File: src/rtl/fsr_pkg.sv
package fsr_pkg;
  localparam int STAT_W   = 8;
  localparam int POS_BUSY = 0;
  localparam int POS_WEL  = 1;
  localparam int POS_LVL  = 2;
  localparam int POS_LOCK = 7;

  typedef enum logic [1:0] {
    LVL_NONE    = 2'b00,
    LVL_QUARTER = 2'b01,
    LVL_HALF    = 2'b10,
    LVL_ALL     = 2'b11
  } prot_lvl_e;

  typedef struct packed {
    logic      lock;
    prot_lvl_e lvl;
    logic      wel;
    logic      busy;
  } stat_t;
endpackage

File: src/rtl/fsr_write_gate.sv
module fsr_write_gate (
  input  logic cmd_wrsr,
  input  logic wel,
  input  logic busy,
  input  logic wp_n,
  input  logic lock,
  output logic wrsr_ok,
  output logic mod_ok
);
  logic locked;

  always_comb begin
    locked  = lock & ~wp_n;
    mod_ok  = ~busy;
    wrsr_ok = cmd_wrsr & wel & ~busy & ~locked;
  end
endmodule

File: src/rtl/fsr_status_regs.sv
module fsr_status_regs
  import fsr_pkg::*;
(
  input  logic  clk,
  input  logic  rst,
  input  logic  cmd_wren,
  input  logic  cmd_wrdi,
  input  logic  cmd_wrsr,
  input  logic  wrsr_ok,
  input  logic  mod_ok,
  input  logic  new_lock,
  input  logic  [1:0] new_lvl,
  input  logic  wp_n,
  input  logic  engine_busy,
  output stat_t stat
);
  always_ff @(posedge clk) begin
    if (rst) begin
      stat <= '0;
    end else begin
      stat.busy <= engine_busy;
      if (wrsr_ok) begin
        stat.lock <= new_lock;
        stat.lvl  <= prot_lvl_e'(new_lvl);
        stat.wel  <= 1'b0;
      end else if (mod_ok && cmd_wrdi) begin
        stat.wel <= 1'b0;
      end else if (mod_ok && cmd_wren) begin
        stat.wel <= 1'b1;
      end
    end
  end

  AST_LOCK_REFUSES: assert property (@(posedge clk) disable iff (rst)
    (cmd_wrsr && !wp_n && stat.lock) |=> ($stable(stat.lock) && $stable(stat.lvl)));
  AST_NEEDS_ENABLE: assert property (@(posedge clk) disable iff (rst)
    (cmd_wrsr && !stat.wel) |=> ($stable(stat.lock) && $stable(stat.lvl)));
  AST_BUSY_FREEZE: assert property (@(posedge clk) disable iff (rst)
    stat.busy |=> ($stable(stat.lock) && $stable(stat.lvl) && $stable(stat.wel)));
  AST_DISABLE_CLEARS: assert property (@(posedge clk) disable iff (rst)
    (cmd_wrdi && !stat.busy) |=> !stat.wel);
  AST_BUSY_TRACKS: assert property (@(posedge clk) disable iff (rst)
    1'b1 |=> (stat.busy == $past(engine_busy)));
endmodule

File: src/rtl/fsr_region_map.sv
module fsr_region_map
  import fsr_pkg::*;
#(
  parameter int ADDR_W = 20
) (
  input  logic              clk,
  input  logic              rst,
  input  prot_lvl_e         lvl,
  input  logic [ADDR_W-1:0] addr,
  output logic              hit
);
  localparam int MSB = ADDR_W - 1;

  logic hit_d;
  logic unused_low;
  assign unused_low = ^addr[MSB-2:0];

  always_comb begin
    case (lvl)
      LVL_QUARTER: hit_d = addr[MSB] & addr[MSB-1];
      LVL_HALF:    hit_d = addr[MSB];
      LVL_ALL:     hit_d = 1'b1;
      default:     hit_d = 1'b0;
    endcase
  end

  always_ff @(posedge clk) begin
    if (rst) hit <= 1'b0;
    else     hit <= hit_d;
  end

  AST_FULL_PROTECT: assert property (@(posedge clk) disable iff (rst)
    (lvl == LVL_ALL) |=> hit);
  AST_NONE_PROTECT: assert property (@(posedge clk) disable iff (rst)
    (lvl == LVL_NONE) |=> !hit);
endmodule

File: src/rtl/flash_status_guard.sv
module flash_status_guard
  import fsr_pkg::*;
#(
  parameter int ADDR_W = 20
) (
  input  logic              clk,
  input  logic              rst,
  input  logic              cmd_wren,
  input  logic              cmd_wrdi,
  input  logic              cmd_wrsr,
  input  logic              cmd_rdsr,
  input  logic [7:0]        wr_value,
  input  logic              wp_n,
  input  logic              engine_busy,
  input  logic [ADDR_W-1:0] chk_addr,
  output logic [7:0]        status_byte,
  output logic              addr_protected
);
  stat_t stat;
  logic  wrsr_ok, mod_ok;
  logic  unused_val;
  logic [STAT_W-1:0] stat_vec;

  assign unused_val = ^{wr_value[6:4], wr_value[1:0]};

  fsr_write_gate gate_i (
    .cmd_wrsr (cmd_wrsr),
    .wel      (stat.wel),
    .busy     (stat.busy),
    .wp_n     (wp_n),
    .lock     (stat.lock),
    .wrsr_ok  (wrsr_ok),
    .mod_ok   (mod_ok)
  );

  fsr_status_regs regs_i (
    .clk         (clk),
    .rst         (rst),
    .cmd_wren    (cmd_wren),
    .cmd_wrdi    (cmd_wrdi),
    .cmd_wrsr    (cmd_wrsr),
    .wrsr_ok     (wrsr_ok),
    .mod_ok      (mod_ok),
    .new_lock    (wr_value[POS_LOCK]),
    .new_lvl     (wr_value[POS_LVL+1:POS_LVL]),
    .wp_n        (wp_n),
    .engine_busy (engine_busy),
    .stat        (stat)
  );

  fsr_region_map #(.ADDR_W(ADDR_W)) map_i (
    .clk  (clk),
    .rst  (rst),
    .lvl  (stat.lvl),
    .addr (chk_addr),
    .hit  (addr_protected)
  );

  always_comb begin
    stat_vec = '0;
    stat_vec[POS_BUSY]            = stat.busy;
    stat_vec[POS_WEL]             = stat.wel;
    stat_vec[POS_LVL+1:POS_LVL]   = stat.lvl;
    stat_vec[POS_LOCK]            = stat.lock;
  end

  always_ff @(posedge clk) begin
    if (rst)           status_byte <= '0;
    else if (cmd_rdsr) status_byte <= stat_vec;
  end

  AST_READ_HOLDS: assert property (@(posedge clk) disable iff (rst)
    !cmd_rdsr |=> $stable(status_byte));
  AST_SPARE_ZERO: assert property (@(posedge clk) disable iff (rst)
    status_byte[6:4] == 3'b000);
endmodule

File: config.mk
export PLATFORM = sky130hd
export DESIGN_NAME = flash_status_guard
export DESIGN_NICKNAME = d
export VERILOG_FILES = /design/src/rtl/fsr_pkg.sv /design/src/rtl/fsr_write_gate.sv /design/src/rtl/fsr_status_regs.sv /design/src/rtl/fsr_region_map.sv /design/src/rtl/flash_status_guard.sv
export SDC_FILE = /design/constraint.sdc
export NUM_CORES = 1
export LEC_CHECK = 0
export BUFFER_PORTS_ARGS = -buffer_cell sky130_fd_sc_hd__buf_2
export CAP_MARGIN = 20
export CELL_PAD_IN_SITES_DETAIL_PLACEMENT = 1
export CELL_PAD_IN_SITES_GLOBAL_PLACEMENT = 1
export CORE_UTILIZATION = 25
export DETAILED_ROUTE_END_ITERATION = 8
export GPL_ROUTABILITY_DRIVEN = 1
export PLACE_DENSITY = 0.78
export SYNTH_ARGS = -nofsm -noshare
export SYNTH_HDL_FRONTEND = slang
export SYNTH_SLANG_ARGS = --single-unit
File: constraint.sdc
create_clock -name clk -period 1.9 [get_ports clk]
set_input_delay 0 -clock clk [delete_from_list [all_inputs] [get_ports clk]]
set_output_delay 0 -clock clk [all_outputs]
set_load 0.02 [all_outputs]
# Word-level counts from Yosys, hierarchy flattened
# Cells that the tools add are included.
# word_totals
word_cells	21
in_bits	36
n_memories	0
output_inout_bits	9
romBits	0
latch_bits	0
ramBits	0
ff_bits	11
# op_classes
n_div	0
reduce_logical	3
multipliers	0
shift	0
n_mux	1
eq_ne	3
bitwise	8
addsub	0
n_lt_le_gt_ge	0
# ops
operator	n
AND 1 bit	5
equality test 2 bit, second input constant	2
inverter 1 bit	3
case mux 1 bit (3 select lines)	1
OR reduction 3 bit	1
equality test 2 x 1 -> 1 bit, second input constant	1
logical AND 1 bit	2

# Depth between registers and ports, before layout
# Gate-level depths: netlist (run 1).
# depth
ltp_word	5
depth_mapped	3
depth_no_buf	3

# Cells and area by module
# A second synthesis (run 1) with hierarchy kept.
# unflattened
hier_cells	42
area_unflattened_um2	436.7
# modules_own_cells
module	cells_each	seq_area_each_um2	area_each_um2	n_inst
flash_status_guard	20	100.1	206.4	1
fsr_status_regs	14	100.1	163.9	1
fsr_region_map	4	20.0	35.0	1
fsr_write_gate	4	0.0	31.3	1

# Worst setup path before layout (run 1)
# No wires, ideal clock.
# synth_path
path_type	reg-to-reg
start	register regs_i.stat[4] (netlist name)
end	register regs_i.stat[2] (netlist name)
arrival_ns	0.892
n_path_buf	0
required_time_ns	1.828
slack_ns	0.937
stages_incl_launch_ff	4
setup_time_ns	0.072
period_less_slack_ns	0.963
path_cell_list	dfxtp_1 > nor2b_4 > nor3_4 > mux2i_1
# synth_via
elab_chain_len	3
# synth_rtl
item	line_no	text
AND 1 bit	fsr_write_gate.sv:13	locked = lock & ~wp_n;
inverter 1 bit	fsr_write_gate.sv:15	wrsr_ok = cmd_wrsr & wel & ~busy & ~locked;
AND 1 bit	fsr_write_gate.sv:15	
# No other way between the ends.
# A chain may end at the register's enable or synchronous reset.

# Worst setup path after layout (run 1)
# layout_path
start	register regs_i.stat[4] (netlist name)
end	register regs_i.stat[3] (netlist name)
# layout_via
elab_chain_len	3
# layout_rtl
item	line_no
AND 1 bit	fsr_write_gate.sv:13
inverter 1 bit	fsr_write_gate.sv:15
AND 1 bit	fsr_write_gate.sv:15
# No other way between the ends.

==> results.txt, run 1 <==
The clock tree from TritonCTS is done. The TritonCTS buffer count is 3. The share of the core filled with cells in the final layout is 0.371.

The area overhead of the layout relative to synthesis came out at 35.3%. The final worst-path setup slack came out at 0.855 ns. The die height is 46.2 um. The layer flagged by global routing as most heavily used is met2. The die span in x came out at 46.2 um. The post-synthesis cell area is 489 um^2. The required time at the worst-slack endpoint is 2.11 ns.

The maximum vdd ir drop came out at 0.243 mV. The worst setup path is launched from a flip-flop. In the final layout, the share of cells above drive strength 1 is 0.343. The final-report max-slew violation count is 0.

The effective utilization at floorplan came out at 0.274. The detailed-route via count is 390. The antenna diode instance count came out at 0.

The clock reaches the later pin of the worst-skew pair after 0.27 ns. The power per standard cell area came out at 699 nW/um^2. Global routing finished with a remaining overflow of 0.

In this run the remaining antenna-violating nets after routing total 0. The fmax is 957 MHz. The post-synthesis cell type count is 17. The Yosys step of the flow raised 0 warnings. The met3 routing resource usage after global routing is 0.0706. The setup slack at placement came out at 0.851 ns. During I/O placement, the number of pins put on the boundary was 45. The maximum number of pins on one net before global-route repair came out at 15.

The number of cells on the worst reg-to-reg path is 3. Row generation in the floorplan step produced 15 rows. The number of vias per cell after detailed routing is 4.11. The first global-routing pass estimated 1490 um of wire. The leakage power is 0.296 nW.

The number of synthesized register bits is 11. The count of max-cap constraint violations came out at 0. Setup repair after global routing left no endpoint under its margin. The wire length per cell after detailed routing came out at 10.2 um.

The final net count came out at 107. The worst setup path is captured at a flip-flop. The count of mapped cells out of synthesis is 46.

The wire length after detailed routing came out at 967 um. The minimum clock period after layout is 1.04 ns. After the first detailed-routing iteration, the DRC count stood at 0. The per-instance average area after synthesis came out at 10.6 um^2. For this run, the detailed router's first-pass iteration total came to 1.

The top fanout value on the critical path is 4. The count of final setup violators is 0. The root buffer cell chosen for the clock tree is clkbuf_4. The start-to-end type of the worst setup path is flip-flop to flip-flop. The classification of the worst-slack hold path is input port to flip-flop.

For this run, the total global-route usage over all layers was measured as 0.113. The critical path data arrival time is 1.25 ns. The worst clock skew came out at 0.00356 ns. The number of input and output port buffers inserted is 18. The floorplan die area is 2140 um^2. The worst hold margin is 0.00807 ns. The number of global-route vias before repair came out at 345. The DRC violations left is 0. The routability congestion estimate is 0.620.

The H-tree level count came out at 1. The total number of clock tree sinks came out at 11. The worst hold path stage count is 3.

For this run, global-route usage on met2 was measured as 0.175. The proportion of synthesized chip area in sequential cells is 0.450. The met1 usage came out at 0.113.

The setup TNS is 0 ns. The run finished with clean final reports. The clock slew at the register clock pins of the worst setup and hold paths came out at 0.07 ns.

The number of gates resized after CTS is 0. The initial antenna violation count came out at 0. In this run the standard cell core region covers 1780 um^2. The deepest clock path buffer count came out at 2. The share of the clock period used by the worst path after layout is 0.550.

The final hold violation count came to 0.
-- where the power goes --
group	switching [W]	leakage, nW	internal [W]
registers	0.00000480	0.0893	0.000237
logic	0.0000308	0.192	0.0000304
clock network	0.0000780	0.0150	0.0000814
total	0.000114	0.296	0.000349
-- critical path, cell delays in order, from the launching register on --
cell and delay, ns:
dfxtp_1 0.33, nor2b_4 0.13, nor3_4 0.30, mux2i_1 0.21
-- synth_stat cells --
| cell | instances | share of area |
|---|---|---|
| a2111oi_4 | 1 | 0.056 |
| a21o_1 | 1 | 0.015 |
| a21oi_1 | 1 | 0.010 |
| a22oi_1 | 1 | 0.015 |
| buf_2 | 2 | 0.020 |
| buf_4 | 3 | 0.046 |
| conb_1 | 1 | 0.0077 |
| dfxtp_1 | 11 | 0.45 |
| inv_1 | 1 | 0.0077 |
| mux2i_1 | 8 | 0.16 |
| nand2_1 | 1 | 0.0077 |
| nand2b_1 | 5 | 0.064 |
| nor2_1 | 6 | 0.046 |
| nor2b_1 | 1 | 0.013 |
| nor2b_4 | 1 | 0.028 |
| nor3_4 | 1 | 0.033 |
| or2b_1 | 1 | 0.015 |
-- area by class of cell --
class	count	area (um^2)
Inverter	1	3.75
Tap cell	25	31.3
Fill cell	219	1120
Clock buffer	4	26.3
Sequential cell	11	220
Multi-Input combinational cell	31	240
Timing Repair Buffer	23	140
-- cell families (layout without fill, tap and decap cells) --
| family | count (synthesis) | in the layout | synth area share |
|---|---|---|---|
| AO/OA/AOI/OAI | 4 | 4 | 0.0972 |
| buffers and inverters | 6 | 28 | 0.0742 |
| flip-flops | 11 | 11 | 0.450 |
| multiplexers | 8 | 8 | 0.164 |
| other | 1 | 3 | 0.00767 |
| AND/OR/NAND/NOR | 16 | 16 | 0.207 |
-- state kept, by name (all words and copies together), names as in the netlist --
register,count
status_byte,5
regs_i.stat,5
map_i.hit,1
-- what timing repair did --
| item | 4_1_cts | 5_1_grt |
|---|---|---|
| hold buffers | 5 | 0 |
| endpoints found under the hold margin | 5 | 0 |
| buffers inserted | 0 | 0 |
-- layout by cell type (no fill, tap or decap), types with 3 or more instances in the layout --
cell type	synthesis	layout
nor2_1	6	6
buf_2	2	18
conb_1	1	3
dfxtp_1	11	11
clkbuf_4	0	3
dlygate4sd3_1	0	5
mux2i_1	8	8
nand2b_1	5	5
-- layer usage --
metal | share of wire | vias to the layer above
li1 | - | 194
met1 | 0.40 | 177
met2 | 0.51 | 16
met3 | 0.073 | 3
met4 | 0.020 | 0
met5 | 0 | -
-- worst paths after layout --
path	startpoint	endpoint	slack, ns
hold reg to reg	status_byte[0]	status_byte[0]	0.49
hold / removal	chk_addr[19]	map_i.hit	0.008
setup / recovery	regs_i.stat[4]	regs_i.stat[3]	0.86
setup reg to reg	regs_i.stat[4]	regs_i.stat[3]	0.86
-- stage by stage --
stage | total power, W | std cells | cell area [um^2]
final | 0.000462 | 95 | 662
after global routing | 0.000487 | 95 | 662
after CTS | 0.000469 | 95 | 662
after detailed placement | 0.000300 | 86 | 586
after global placement | 0.000299 | 86 | 586
after floorplan | 0.000285 | 48 | 497
No activity file was read; power rests on OpenSTA's default activity.
==> run 2: changes to the inputs <==
- CORE_UTILIZATION: 25 -> 23
- PLACE_DENSITY: 0.78 -> 0.72
- clock period: 1.9 -> 1.1 ns (I/O delays scaled with it)
==> run 2 against run 1 <==
Die area up 8.3%. Largest power group unchanged. Core utilization down 3.5 points. Clock power up 70%. Non-clock buffer count unchanged. Via count down 1.0%. Setup slack worse by 0.79 ns. Flip-flop and latch count unchanged. Global-route usage down 2.7 points. Clock skew down 0.0022 ns.
==> results.txt, run 2 (same netlist as run 1, synthesis figures left out) <==
The run finished with clean final reports. The fraction of power spent switching nets is 0.239 (-0.00643). The fmax came to 965 MHz (+0.79%). TritonCTS built the clock tree. The required time at the worst-slack endpoint came to 1.30 ns (-0.81 ns). The number of setup buffers added after CTS came out at 0 (unchanged). The path class of the tightest hold or removal check is input port to flip-flop. The die span in x is 48.1 um (+4.1%).

The maximum number of pins on one net before global-route repair was 15 (unchanged). The largest stage delay on the critical path came to 0.33 ns (about the same). The internal power component is 0.000602 W (+73%). The share of the core filled with cells in the final layout came out at 0.336 (-0.0354). The setup slack on the worst flop-to-flop path came out at 0.06 ns (-0.79 ns). Setup repair after global routing could not meet its margin everywhere. The latest clock arrival within the worst-skew pair came out at 0.26 ns (about the same).

The number of DRC violations after detailed-routing iteration 0 came out at 3 (+3). The clock slew at the register clock pins of the worst setup and hold paths is 0.07 ns (about the same). The total chip power came out at 0.000791 W (+71%). The initial antenna violation count is 0 (unchanged). The effective utilization at floorplan came out at 0.247 (-0.0275). The leakage power is 0.296 nW (+0.17%).

The worst hold path stage count is 3 (unchanged). The residual overflow from global routing came out at 0 (unchanged). The H-tree level count came to 1 (unchanged). The worst clock skew was 0.00134 ns (-0.00222 ns). The global-route wire length before repair was 1260 um (-16%). The post-route standard cell area excluding fillers is 666 um^2 (+0.57%). The number of cells on the worst reg-to-reg path is 3 (unchanged). The critical path data arrival time is 1.23 ns (-0.02 ns). The worst hold path begins at chk_addr[19].

The antenna diode instance count came out at 0 (unchanged). The reg-to-reg startpoint is regs_i.stat[4]. The area growth from synthesis to layout is 36.1%. The deepest clock path buffer count was 2 (unchanged).

The DRC violations left is 0 (unchanged). The worst setup path is captured at a flip-flop. The share of the clock period used by the worst path after layout came to 0.942 (+0.392). The maximum vdd ir drop is 0.405 mV (+66%). The wire length per cell after detailed routing is 9.09 um (-11%).

The critical path goes through nor2b_4 -> nor3_4 -> mux2i_1. The I/O pin total is 45 (unchanged). The floorplan die area is 2320 um^2 (+8.3%).

The number of vias per cell after detailed routing came out at 3.98 (-3.1%). On the critical path, the stage with the largest delay is an instance of dfxtp_2. The final hold violation count came out at 0 (unchanged). The count of max-cap constraint violations came out at 0 (unchanged).

The detailed-route via count is 386 (-1.0%). The power per standard cell area is 1190 nW/um^2 (+70%). The power share of the combinational group is 0.130 (-0.002). The die height came to 48.1 um (+4.1%). The final worst-path setup slack is 0.0635 ns (-0.792 ns). The largest registers in the layout are regs_i.stat (5), status_byte (5), map_i.hit (1). The TritonCTS buffer count is 3 (unchanged). The part of the power in the clock network is 0.343 (-0.002).

The cell sitting at the root of the clock tree is a clkbuf_4. The share of cells above drive strength 1 came out at 0.357 (+0.0143). The wire length after detailed routing came to 882 um (-8.8%). The number of nets with antenna violations after routing was 0 (unchanged).

The worst setup path is of the flip-flop to flip-flop kind. The filler cell count came out at 233 (+6.4%). The leading cell type in the layout, fill and taps excluded is buf_2. The endpoint identified for the worst register-to-register timing path is regs_i.stat[2]. The total number of clock tree sinks came out at 11 (unchanged).

The portion of total power attributed to sequential cells came to 0.528 (+0.005). The area of the placeable core came to 1980 um^2 (+11%). Leaving out fill and tap cells, the most frequent cells in the layout are 18 x buf_2, 10 x dfxtp_1, 8 x mux2i_1, 6 x nor2_1. The startpoint class of the critical path is a flip-flop.

The number of input and output port buffers inserted is 18 (unchanged). The setup slack at placement is 0.0531 ns (-0.798 ns). The count of final setup violators came out at 0 (unchanged). The end point of the most critical hold path is map_i.hit. The overall global routing resource usage came to 0.0860 (-0.0271). The iteration count of the initial detailed-routing pass is 2 (+1). The instance area after placement is 588 um^2 (+0.43%).

The switching power came out at 0.000189 W (+67%). The top fanout value on the critical path came to 4 (unchanged). The minimum clock period after layout came to 1.04 ns (-0.00820 ns). The routability congestion estimate came out at 0.657 (+6.1%).

The number of core rows is 16 (+1). The final-report max-slew violation count is 0 (unchanged). The final net count is 107 (unchanged). The number of global-route vias before repair is 304 (-12%).
-- run 2: cell counts in the layout (fill, tap and decap cells not counted) --
Identical to the previous run, type by type.
-- run 2: layout make-up --
type | count | area [um^2] | share of cell area
multi-input cells | 31 | 240 | 0.361
flip-flops and latches | 11 | 221 | 0.333
clock buffers | 4 | 26.3 | 0.0395
repair buffers | 23 | 140 | 0.211
inverters | 1 | 3.75 | 0.00564
well taps | 27 | 33.8 | 0.0508
-- run 2: power groups by stage --
stage	Clock [W]	Combinational (W)	Sequential, W
finish	0.000271	0.000103	0.000417
floorplan	0	0.0000630	0.000430
global route	0.000305	0.000113	0.000419
detailed placement	0	0.0000912	0.000427
global placement	0	0.0000898	0.000426
CTS	0.000291	0.000105	0.000417
-- run 2: worst max path at each step --
stage	cells past startpoint	from	slack, ns	end
global route	3	regs_i.stat[4]	-0.009	regs_i.stat[4]
detailed placement	3	regs_i.stat[4]	0.05	regs_i.stat[3]
global placement	3	regs_i.stat[4]	0.07	regs_i.stat[3]
CTS	3	regs_i.stat[4]	0.04	regs_i.stat[2]
floorplan	3	regs_i.stat[4]	0.14	regs_i.stat[2]
finish	3	regs_i.stat[4]	0.06	regs_i.stat[2]
-- run 2: metrics by stage --
stage                     instances  hold slack [ns]   TNS, ns
after global placement           88            0.212         0
after CTS                        97          0.00188         0
after detailed placement         88            0.219         0
after global routing             97           0.0544  -0.00942
final                            97          0.00997         0
after floorplan                  48            0.102         0
-- run 2: critical path, delay by kind of cell (launching register included) --
kind / cells / cell delay (ns)
mux: 1 / 0.22
flops: 1 / 0.33
simple gates: 2 / 0.42
-- run 2: per-layer routing --
metal | GRT usage | share of wire | wire (um)
met1 | 0.0926 | 0.44 | 388
met2 | 0.127 | 0.48 | 427
met3 | 0.0444 | 0.058 | 51
met4 | 0.0667 | 0.017 | 15
met5 | 0 | 0 | 0
-- run 2: repair_timing --
| action | CTS | global route |
|---|---|---|
| endpoints found under the setup margin | 0 | 2 |
| hold buffers | 5 | 0 |
| resized for setup | 0 | 1 |
| endpoints found under the hold margin | 5 | 0 |
==> run 3: changes to the inputs <==
- BUFFER_PORTS_ARGS: -buffer_cell sky130_fd_sc_hd__buf_2 -> -buffer_cell sky130_fd_sc_hd__clkbuf_2
- CAP_MARGIN: 20 -> 5
==> run 3 against run 2 <==
Setup slack improved by 0.0032 ns. Maximum frequency rose by 0.31%. Cell area rose by 1.5%. Combinational power barely moved. Sequential share of layout area fell by 0.49 points. Clock power barely moved. Wire length fell by 1.5%.
==> results.txt, run 3 (same netlist as run 1, synthesis figures left out) <==
The power per standard cell area is 1180 nW/um^2 (-1.0%). The required time at the worst-slack endpoint is 1.29 ns (about the same). The worst clock skew came to 0.000486 ns (-0.000855 ns). The share of the clock period used by the worst path after layout came out at 0.939 (-0.00292).

The deepest clock path buffer count was 2 (unchanged). The clock slew at the register clock pins of the worst setup and hold paths came to 0.07 ns (about the same). The global-route wire length before repair is 1290 um (+2.8%).

The area overhead of the layout relative to synthesis came out at 38.1%. The flow ran to the end, and the final reports show no timing, DRC or antenna violations. The latest clock arrival within the worst-skew pair is 0.26 ns (about the same).

The maximum vdd ir drop came out at 0.360 mV (-11%). The routability congestion estimate came out at 0.657 (about the same). The final net count is 108 (+0.93%).

The number of input and output port buffers inserted is 18 (unchanged). The clock tree root driver cell is clkbuf_4. The TritonCTS buffer count is 3 (unchanged). The minimum clock period after layout came out at 1.03 ns (-0.00321 ns). The number of vias per cell after detailed routing came to 3.95 (-0.76%). The top fanout value on the critical path came out at 4 (unchanged). The count of non-filler cells in the finished layout is 98 (+1.0%). The I/O pin total is 45 (unchanged).

The count of max-cap constraint violations is 0 (unchanged). The worst hold margin came to 0.0634 ns (+0.0535 ns). The wire length after detailed routing came to 869 um (-1.5%). The start-to-end type of the worst setup path is flip-flop to flip-flop.

The min-delay analysis places its worst path in the category input port to flip-flop. The number of global-route vias before repair is 330 (+8.6%). Setup repair after global routing could not meet its margin everywhere. The overall global routing resource usage came to 0.0905 (+0.00454). The initial antenna violation count is 0 (unchanged). The clock tree from TritonCTS is done.

The critical path data arrival time was 1.23 ns (about the same). STA classifies the critical path startpoint as a flip-flop. Leaving out fill and tap cells, the most frequent cell in the layout is clkbuf_2.

The floorplan die area is 2320 um^2 (unchanged). In the layout the commonest cells are 18 x clkbuf_2, 10 x dfxtp_1, 8 x mux2i_1, 6 x nor2_1, 6 x dlygate4sd3_1. The share of cells above drive strength 1 is 0.352 (-0.00503). The area of the placeable core came to 1980 um^2 (unchanged). The filler cell count is 249 (+6.9%). The leakage power came out at 0.298 nW (+0.49%). The count of final setup violators was 0 (unchanged). The iteration count of the initial detailed-routing pass is 1 (-1).

The worst setup path is captured at a flip-flop. The die span in x is 48.1 um (unchanged). The antenna diode instance count came to 0 (unchanged). The number of nets with antenna violations after routing came to 0 (unchanged). The count of placed standard cells including taps is 88 (unchanged). The total chip power was 0.000795 W (+0.45%). The wire length per cell after detailed routing is 8.87 um (-2.5%). The largest registers in the layout are regs_i.stat (5), status_byte (5), map_i.hit (1).

The total number of clock tree sinks is 11 (unchanged). The H-tree level count is 1 (unchanged). Traced cell by cell, the critical path runs through nor2b_4 -> nor3_4 -> mux2i_1. The final hold violation count came out at 0 (unchanged). The number of core rows was 16 (unchanged).

The die height is 48.1 um (unchanged). The worst-path cell with the longest stage delay is dfxtp_2. The effective utilization at floorplan is 0.247 (unchanged). The number of DRC violations after detailed-routing iteration 0 is 0 (-3). The share of the core filled with cells in the final layout is 0.341 (+0.00505). The DRC violations left is 0 (unchanged). The detailed-route via count came out at 387 (+0.26%). The final-report max-slew violation count is 0 (unchanged). The fmax is 968 MHz (+0.31%). The maximum number of pins on one net before global-route repair came out at 15 (unchanged). The largest stage delay on the critical path came out at 0.32 ns (about the same). The residual overflow from global routing is 0 (unchanged).
## run 3: per-stage QoR
step / setup WS [ns] / setup TNS, ns / instance area [um^2]
final: 0.0668 / 0 / 676
after detailed placement: 0.0535 / 0 / 588
after CTS: 0.0363 / 0 / 674
after global routing: -0.0106 / -0.0156 / 676
after floorplan: 0.137 / 0 / 497
after global placement: 0.0710 / 0 / 588
## run 3: layout make-up
type	count	area (um^2)	area share
multi-input cells	31	240	0.356
flip-flops and latches	11	221	0.328
repair buffers	24	150	0.222
well taps	27	33.8	0.0500
clock buffers	4	26.3	0.0389
inverters	1	3.75	0.00556
## run 3: layer usage
layer | vias up | share of wire | global-route usage
li1 | 198 | - | -
met1 | 179 | 0.43 | 0.0901
met2 | 10 | 0.52 | 0.138
met3 | 0 | 0.053 | 0.0444
met4 | 0 | 0 | 0.0833
met5 | - | 0 | 0
## run 3: worst paths after layout
path / cells past startpoint / slack, ns / from / endpoint
hold / removal: 4 / 0.06 / chk_addr[18] / map_i.hit
hold reg to reg: 2 / 0.49 / status_byte[0] / status_byte[0]
setup reg to reg: 3 / 0.07 / regs_i.stat[4] / regs_i.stat[4]
setup / recovery: 3 / 0.07 / regs_i.stat[4] / regs_i.stat[4]
## run 3: where the power goes
part           switching, W  internal (W)  leakage [nW]
Clock              0.000131      0.000140        0.0150
Combinational     0.0000514     0.0000545         0.193
Sequential       0.00000818      0.000409        0.0898
Total              0.000191      0.000604         0.298
## run 3: what timing repair did
| action | CTS | global route |
|---|---|---|
| setup endpoints to repair | 0 | 2 |
| setup buffers | 0 | 0 |
| hold buffers | 6 | 0 |
| hold endpoints to repair | 6 | 0 |
| resized for setup | 0 | 1 |
## run 3: worst max-delay path, delay by kind of cell, from the launching register on
family | cells | cell delay, ns
DFF | 1 | 0.32
muxes | 1 | 0.21
and+or+nand+nor | 2 | 0.42
